### config.mk
export PLATFORM = sky130hd
export DESIGN_NAME = eeprom_addr_front
export DESIGN_NICKNAME = d
export VERILOG_FILES = /design/src/rtl/eaf_pkg.sv /design/src/rtl/eaf_datapath.sv /design/src/rtl/eaf_control.sv /design/src/rtl/eeprom_addr_front.sv
export SDC_FILE = /design/constraint.sdc
export NUM_CORES = 1
export LEC_CHECK = 0
export CAP_MARGIN = 20
export CORE_MARGIN = 3
export CORE_UTILIZATION = 54
export DETAILED_ROUTE_END_ITERATION = 16
export GPL_TIMING_DRIVEN = 0
export HOLD_SLACK_MARGIN = 0.15
export PLACE_DENSITY = 0.85
export REMOVE_ABC_BUFFERS = 1
export SETUP_SLACK_MARGIN = 0.3
export SYNTH_ARGS = -nofsm -noshare
export SYNTH_HDL_FRONTEND = slang
export SYNTH_SLANG_ARGS = --single-unit
### constraint.sdc
create_clock -name clk -period 2.56 [get_ports clk]
set_clock_uncertainty 0.15 [all_clocks]
set_input_delay 0.384 -clock clk [delete_from_list [all_inputs] [get_ports clk]]
set_output_delay 0.384 -clock clk [all_outputs]
set_load 0.05 [all_outputs]
### src/rtl/eaf_pkg.sv
package eaf_pkg;

  typedef enum logic [1:0] {
    ST_IDLE,
    ST_ADDR,
    ST_ACK,
    ST_HOLD
  } eafState_t;

  typedef struct packed {
    logic clearBits;
    logic shiftBit;
    logic capture;
    logic ackClr;
  } eafStrobes_t;

  typedef struct packed {
    logic startSeen;
    logic stopSeen;
    logic sclRise;
    logic sclFall;
    logic byteFull;
    logic prefixOk;
  } eafStatus_t;

endpackage

### src/rtl/eaf_datapath.sv
module eaf_datapath
  import eaf_pkg::*;
#(
  parameter int SYNC_STAGES = 2,
  parameter int BYTE_BITS   = 8,
  parameter int PREFIX_BITS = 4,
  parameter logic [PREFIX_BITS-1:0] PREFIX = 4'b1010,
  parameter int HI_WIDTH    = 3,
  parameter int DENSITY     = 3
) (
  input  logic                clk,
  input  logic                rstN,
  input  logic                sclIn,
  input  logic                sdaIn,
  input  eafStrobes_t         strobes,
  output eafStatus_t          status,
  output logic                sdaOe,
  output logic                addrMatch,
  output logic                rwBit,
  output logic [HI_WIDTH-1:0] highAddr
);

  localparam int CNT_W = $clog2(BYTE_BITS + 1);

  logic [SYNC_STAGES-1:0] sclChain, sdaChain;
  logic sclS, sdaS, sclD, sdaD;
  logic [BYTE_BITS-1:0] shiftReg;
  logic [CNT_W-1:0]     bitCnt;
  logic [HI_WIDTH-1:0]  extracted;

  // two-wire bus idles high, so synchronizers reset to 1
  always_ff @(posedge clk or negedge rstN) begin
    if (!rstN) begin
      sclChain <= '1;
      sdaChain <= '1;
      sclD     <= 1'b1;
      sdaD     <= 1'b1;
    end else begin
      sclChain <= {sclChain[SYNC_STAGES-2:0], sclIn};
      sdaChain <= {sdaChain[SYNC_STAGES-2:0], sdaIn};
      sclD     <= sclS;
      sdaD     <= sdaS;
    end
  end

  assign sclS = sclChain[SYNC_STAGES-1];
  assign sdaS = sdaChain[SYNC_STAGES-1];

  // framing: SDA moving while SCL stays high
  assign status.startSeen = sclS && sclD && sdaD && !sdaS;
  assign status.stopSeen  = sclS && sclD && !sdaD && sdaS;
  assign status.sclRise   = sclS && !sclD;
  assign status.sclFall   = !sclS && sclD;

  always_ff @(posedge clk or negedge rstN) begin
    if (!rstN) begin
      shiftReg <= '0;
      bitCnt   <= '0;
    end else if (strobes.clearBits) begin
      shiftReg <= '0;
      bitCnt   <= '0;
    end else if (strobes.shiftBit) begin
      shiftReg <= {shiftReg[BYTE_BITS-2:0], sdaS};
      bitCnt   <= bitCnt + 1'b1;
    end
  end

  assign status.byteFull = (bitCnt == CNT_W'(BYTE_BITS));
  assign status.prefixOk = (shiftReg[BYTE_BITS-1 -: PREFIX_BITS] == PREFIX);

  // density picks how many middle bits become address bits
  for (genvar i = 0; i < HI_WIDTH; i++) begin : g_hi
    if (i < DENSITY) begin : g_used
      assign extracted[i] = shiftReg[i+1];
    end else begin : g_zero
      assign extracted[i] = 1'b0;
    end
  end

  always_ff @(posedge clk or negedge rstN) begin
    if (!rstN) begin
      addrMatch <= 1'b0;
      rwBit     <= 1'b0;
      highAddr  <= '0;
      sdaOe     <= 1'b0;
    end else begin
      addrMatch <= strobes.capture;
      if (strobes.capture) begin
        rwBit    <= shiftReg[0];
        highAddr <= extracted;
      end
      if (strobes.capture)     sdaOe <= 1'b1;
      else if (strobes.ackClr) sdaOe <= 1'b0;
    end
  end

endmodule

### src/rtl/eaf_control.sv
module eaf_control
  import eaf_pkg::*;
(
  input  logic        clk,
  input  logic        rstN,
  input  eafStatus_t  status,
  output eafStrobes_t strobes
);

  eafState_t state, nextState;

  always_ff @(posedge clk or negedge rstN) begin
    if (!rstN) state <= ST_IDLE;
    else       state <= nextState;
  end

  always_comb begin
    strobes   = '0;
    nextState = state;
    if (status.startSeen) begin
      nextState         = ST_ADDR;
      strobes.clearBits = 1'b1;
      strobes.ackClr    = 1'b1;
    end else if (status.stopSeen) begin
      nextState         = ST_IDLE;
      strobes.clearBits = 1'b1;
      strobes.ackClr    = 1'b1;
    end else begin
      unique case (state)
        ST_ADDR: begin
          if (status.byteFull) begin
            if (status.sclFall) begin
              if (status.prefixOk) begin
                strobes.capture = 1'b1;
                nextState       = ST_ACK;
              end else begin
                nextState = ST_HOLD;
              end
            end
          end else if (status.sclRise) begin
            strobes.shiftBit = 1'b1;
          end
        end
        ST_ACK: begin
          if (status.sclFall) begin
            strobes.ackClr = 1'b1;
            nextState      = ST_HOLD;
          end
        end
        default: ;
      endcase
    end
  end

endmodule

### src/rtl/eeprom_addr_front.sv
module eeprom_addr_front
  import eaf_pkg::*;
#(
  parameter int DENSITY     = 3,
  parameter int SYNC_STAGES = 2,
  parameter int BYTE_BITS   = 8,
  parameter int PREFIX_BITS = 4,
  parameter logic [PREFIX_BITS-1:0] PREFIX = 4'b1010,
  parameter int HI_WIDTH    = 3
) (
  input  logic                clk,
  input  logic                rstN,
  input  logic                sclIn,
  input  logic                sdaIn,
  output logic                sdaOe,
  output logic                addrMatch,
  output logic                rwBit,
  output logic [HI_WIDTH-1:0] highAddr
);

  eafStrobes_t strobes;
  eafStatus_t  status;

  eaf_datapath #(
    .SYNC_STAGES(SYNC_STAGES),
    .BYTE_BITS  (BYTE_BITS),
    .PREFIX_BITS(PREFIX_BITS),
    .PREFIX     (PREFIX),
    .HI_WIDTH   (HI_WIDTH),
    .DENSITY    (DENSITY)
  ) u_datapath (
    .clk      (clk),
    .rstN     (rstN),
    .sclIn    (sclIn),
    .sdaIn    (sdaIn),
    .strobes  (strobes),
    .status   (status),
    .sdaOe    (sdaOe),
    .addrMatch(addrMatch),
    .rwBit    (rwBit),
    .highAddr (highAddr)
  );

  eaf_control u_control (
    .clk    (clk),
    .rstN   (rstN),
    .status (status),
    .strobes(strobes)
  );

endmodule

==> impl_metrics.env <==
export IMPL_drc=0
export IMPL_grt_ovfl_total=0
export IMPL_dpl_hpwl_mm=1.20
export IMPL_hp_class="reg -> reg"
export IMPL_cts_root_buf="clkbuf_4"
export IMPL_dr_pass1_iters=4
export IMPL_vias=665
export IMPL_synth_avg_cell_area_um2=13.5
export IMPL_required_ns=2.03
export IMPL_cts_tree="yes"
export IMPL_ys_warn_count=0
export IMPL_endpoint_kind="output port"
export IMPL_max_cap_viol_count=0
export IMPL_grt_pass1_vias=632
export IMPL_rsz0062_at_grt="false"
export IMPL_cp_start_kind="register"
export IMPL_comb_power_share_pct=24.8
export IMPL_grtUsageTotal_pct=15.4
export IMPL_synth_ff_latch_count=26
export IMPL_p_int_mw=0.766
export IMPL_cp_top_family="buffers and inverters"
export IMPL_setup_tns_ns=0
export IMPL_clkPwrFrac_pct=26.3
export IMPL_synth_compound_area_share_pct=13.7
export IMPL_fin_crit_ns=2.03
export IMPL_final_period_utilization_pct=79.4
export IMPL_cts_buffers=3
export IMPL_cts_sinks=26
export IMPL_synth_fa_ha_area_share_pct=4.52
export IMPL_switchingPower_mw=0.281
export IMPL_grt_max_degree=27
export IMPL_gp_congestion=0.751
export IMPL_syn_area_um2=1110
export IMPL_max_freq_mhz=492
export IMPL_synth_xor_area_share_pct=2.38
export IMPL_sw_frac_of_total_pct=26.8
export IMPL_drv_slew=0
export IMPL_slowest_stage="clkdlybuf4s50_1"
export IMPL_drive_gt1_share_pct=27.1
export IMPL_synthMuxAreaShare_pct=7.35
export IMPL_setup_viol_count_final=0
export IMPL_tightest_slew_ns=0.665
export IMPL_core_area_um2=1820
export IMPL_layout_nets=105
export IMPL_synth_top_family_by_area="compound AO/OA/AOI/OAI gates"
export IMPL_wl_mm=1.75
export IMPL_rows=15
export IMPL_drt_iter0_drc=11
export IMPL_area_delta_synth_final_pct=18.3
export IMPL_grt_antenna_before_repair=0
export IMPL_synth_cell_type_count=27
export IMPL_outcome="finished, final reports clean"
export IMPL_crit_arrival_ns=1.50
export IMPL_portBuffers=9
export IMPL_synthSimpleGateAreaFrac_pct=9.84
export IMPL_fill_cells=126
export IMPL_p_leak_nw=0.622
export IMPL_clock_latency_ns=0.32
export IMPL_p_per_area_nw_per_um2=800
export IMPL_seqPwrFrac_pct=48.9
export IMPL_design_die_area_um2=2630
export IMPL_cts_buffer_depth=2
export IMPL_pin_count=10
export IMPL_post_drt_wl_per_cell_um=14.5
export IMPL_die_h_um=51.3
export IMPL_die_x_um=51.3
export IMPL_crit_type="reg -> out"
export IMPL_cp_cell_sequence="clkdlybuf4s50_1"
export IMPL_cts_max_level=1
export IMPL_vdd_ir_drop_max_v=0.000536
export IMPL_slew_headroom_pct=55.5
export IMPL_postRouteAntennaNets=0
export IMPL_syn_inst=82
export IMPL_antenna_cells_inserted=0
export IMPL_grt_pass1_wl_mm=2.90
export IMPL_hold_violations=0
export IMPL_clk_pin_slew_worst_paths_ns=0.13
export IMPL_start_util_pct=60.8
export IMPL_hold_buffers=0
export IMPL_critPathMaxFanout=2
export IMPL_crit_buf_inv=1
export IMPL_vias_per_cell=5.50
export IMPL_slowest_delay_ns=0.80
export IMPL_ys_seq_area_share_pct=59.5
export IMPL_holdWs_ns=0.217
-- metrics by stage --
| stage | instances | cell area [um^2] | utilization [%] | total power, mW | setup slack [ns] |
|---|---|---|---|---|---|
| 2_1_floorplan | 79 | 1090 | - | 0.706 | 0.467 |
| 3_3_place_gp | 113 | 1210 | 66.6 | 0.746 | 0.130 |
| 3_5_place_dp | 113 | 1210 | 66.6 | 0.765 | 0.104 |
| 4_1_cts | 117 | 1270 | 69.8 | 1.05 | 0.343 |
| 5_1_grt | 121 | 1310 | 71.9 | 1.11 | 0.450 |
| 6_report | 121 | 1310 | 71.9 | 1.05 | 0.527 |
-- layout by cell type (no fill, tap or decap), types with 3 or more instances in the layout --
cell and count:
mux2_2 5, dfrtp_1 20, inv_1 4, clkdlybuf4s50_1 9, clkbuf_4 3, dfstp_2 6
nand2_1 3, ha_1 4, nor2_1 3, buf_4 3, a21oi_1 3, a22o_1 10
-- Yosys cell counts (all sizes together) --
master | n | area (um^2)
a22oi | 1 | 12.5
a21oi | 3 | 15.0
xnor2 | 2 | 17.5
xor2 | 1 | 8.76
and4 | 1 | 8.76
ha | 4 | 50.1
dfrtp | 20 | 500
and3b | 1 | 8.76
dfstp | 6 | 158
nor3 | 1 | 10.0
nor2 | 3 | 11.3
a21o | 1 | 7.51
o21bai | 1 | 18.8
nand2b | 2 | 12.5
and2b | 1 | 7.51
a22o | 10 | 87.6
o21ai | 2 | 10.0
and2 | 1 | 8.76
and3 | 1 | 7.51
mux2i | 1 | 10.0
and4bb | 1 | 12.5
nand2 | 3 | 11.3
mux2 | 6 | 71.3
buf | 3 | 15.0
inv | 4 | 15.0
nand3 | 2 | 10.0
-- power groups by stage --
stage | logic, mW | clock network [mW] | registers, mW
floorplan | 0.203 | 0 | 0.503
global placement | 0.236 | 0 | 0.511
detailed placement | 0.248 | 0 | 0.516
CTS | 0.251 | 0.286 | 0.509
global route | 0.287 | 0.300 | 0.520
finish | 0.260 | 0.275 | 0.512
-- layer usage --
layer	GRT usage, %	vias to the layer above	part of all wire [%]
met2	25.1	11	50
met1	18.9	334	45
met5	0	-	0
met4	5.24	0	0.74
met3	5.54	2	3.9
li1	-	318	-
-- final cells by class --
type | instances | area, um^2 | share of cell area (%)
sequential | 26 | 658 | 50.3
multi-input combinational | 49 | 424 | 32.4
timing repair buffer | 13 | 128 | 9.75
tap | 25 | 31.3 | 2.39
clock inverter | 1 | 30.0 | 2.29
clock buffer | 3 | 22.5 | 1.72
inverter | 4 | 15.0 | 1.15
-- worst paths after layout --
check	from	to	slack (ns)	cells past startpoint
min	u_datapath.sclChain[0]$_DFF_PN1_	u_datapath.sclChain[1]$_DFF_PN1_	0.22	0
min reg2reg	u_datapath.sclChain[0]$_DFF_PN1_	u_datapath.sclChain[1]$_DFF_PN1_	0.22	0
min in group asynchronous	rstN	u_control.state[0]$_DFFE_PN0P_	0.29	1
max reg2reg	u_datapath.bitCnt[0]$_DFFE_PN0P_	u_datapath.bitCnt[0]$_DFFE_PN0P_	0.59	6
max in group asynchronous	rstN	u_datapath.sclD$_DFF_PN1_	1.39	2
max	u_datapath.rwBit$_DFFE_PN0P_	rwBit	0.53	1
-- state kept, by name, indices dropped and copies added, names as in the netlist --
register / flops
u_datapath.sclChain: 2
u_control.state: 2
u_datapath.bitCnt: 4
u_datapath.rwBit: 1
u_datapath.sdaOe: 1
u_datapath.sdaD: 1
u_datapath.highAddr: 3
u_datapath.sdaChain: 2
u_datapath.shiftReg: 8
u_datapath.addrMatch: 1
u_datapath.sclD: 1
-- logic make-up (layout without fill, tap and decap cells) --
kind of cell | after synthesis | in the layout
AO/OA/AOI/OAI | 18 | 18
XOR/XNOR | 3 | 3
adder cells (fa/ha/maj) | 4 | 4
buffers and inverters | 7 | 21
flip-flops | 26 | 26
multiplexers | 7 | 7
AND/OR/NAND/NOR | 17 | 17
-- what timing repair did --
action | CTS | global route
endpoints found under the setup margin | 11 | 11
pin swaps | 0 | 1
setup buffers | 0 | 3
gates resized for setup | 1 | 0
(Power assumes the default switching activity.)
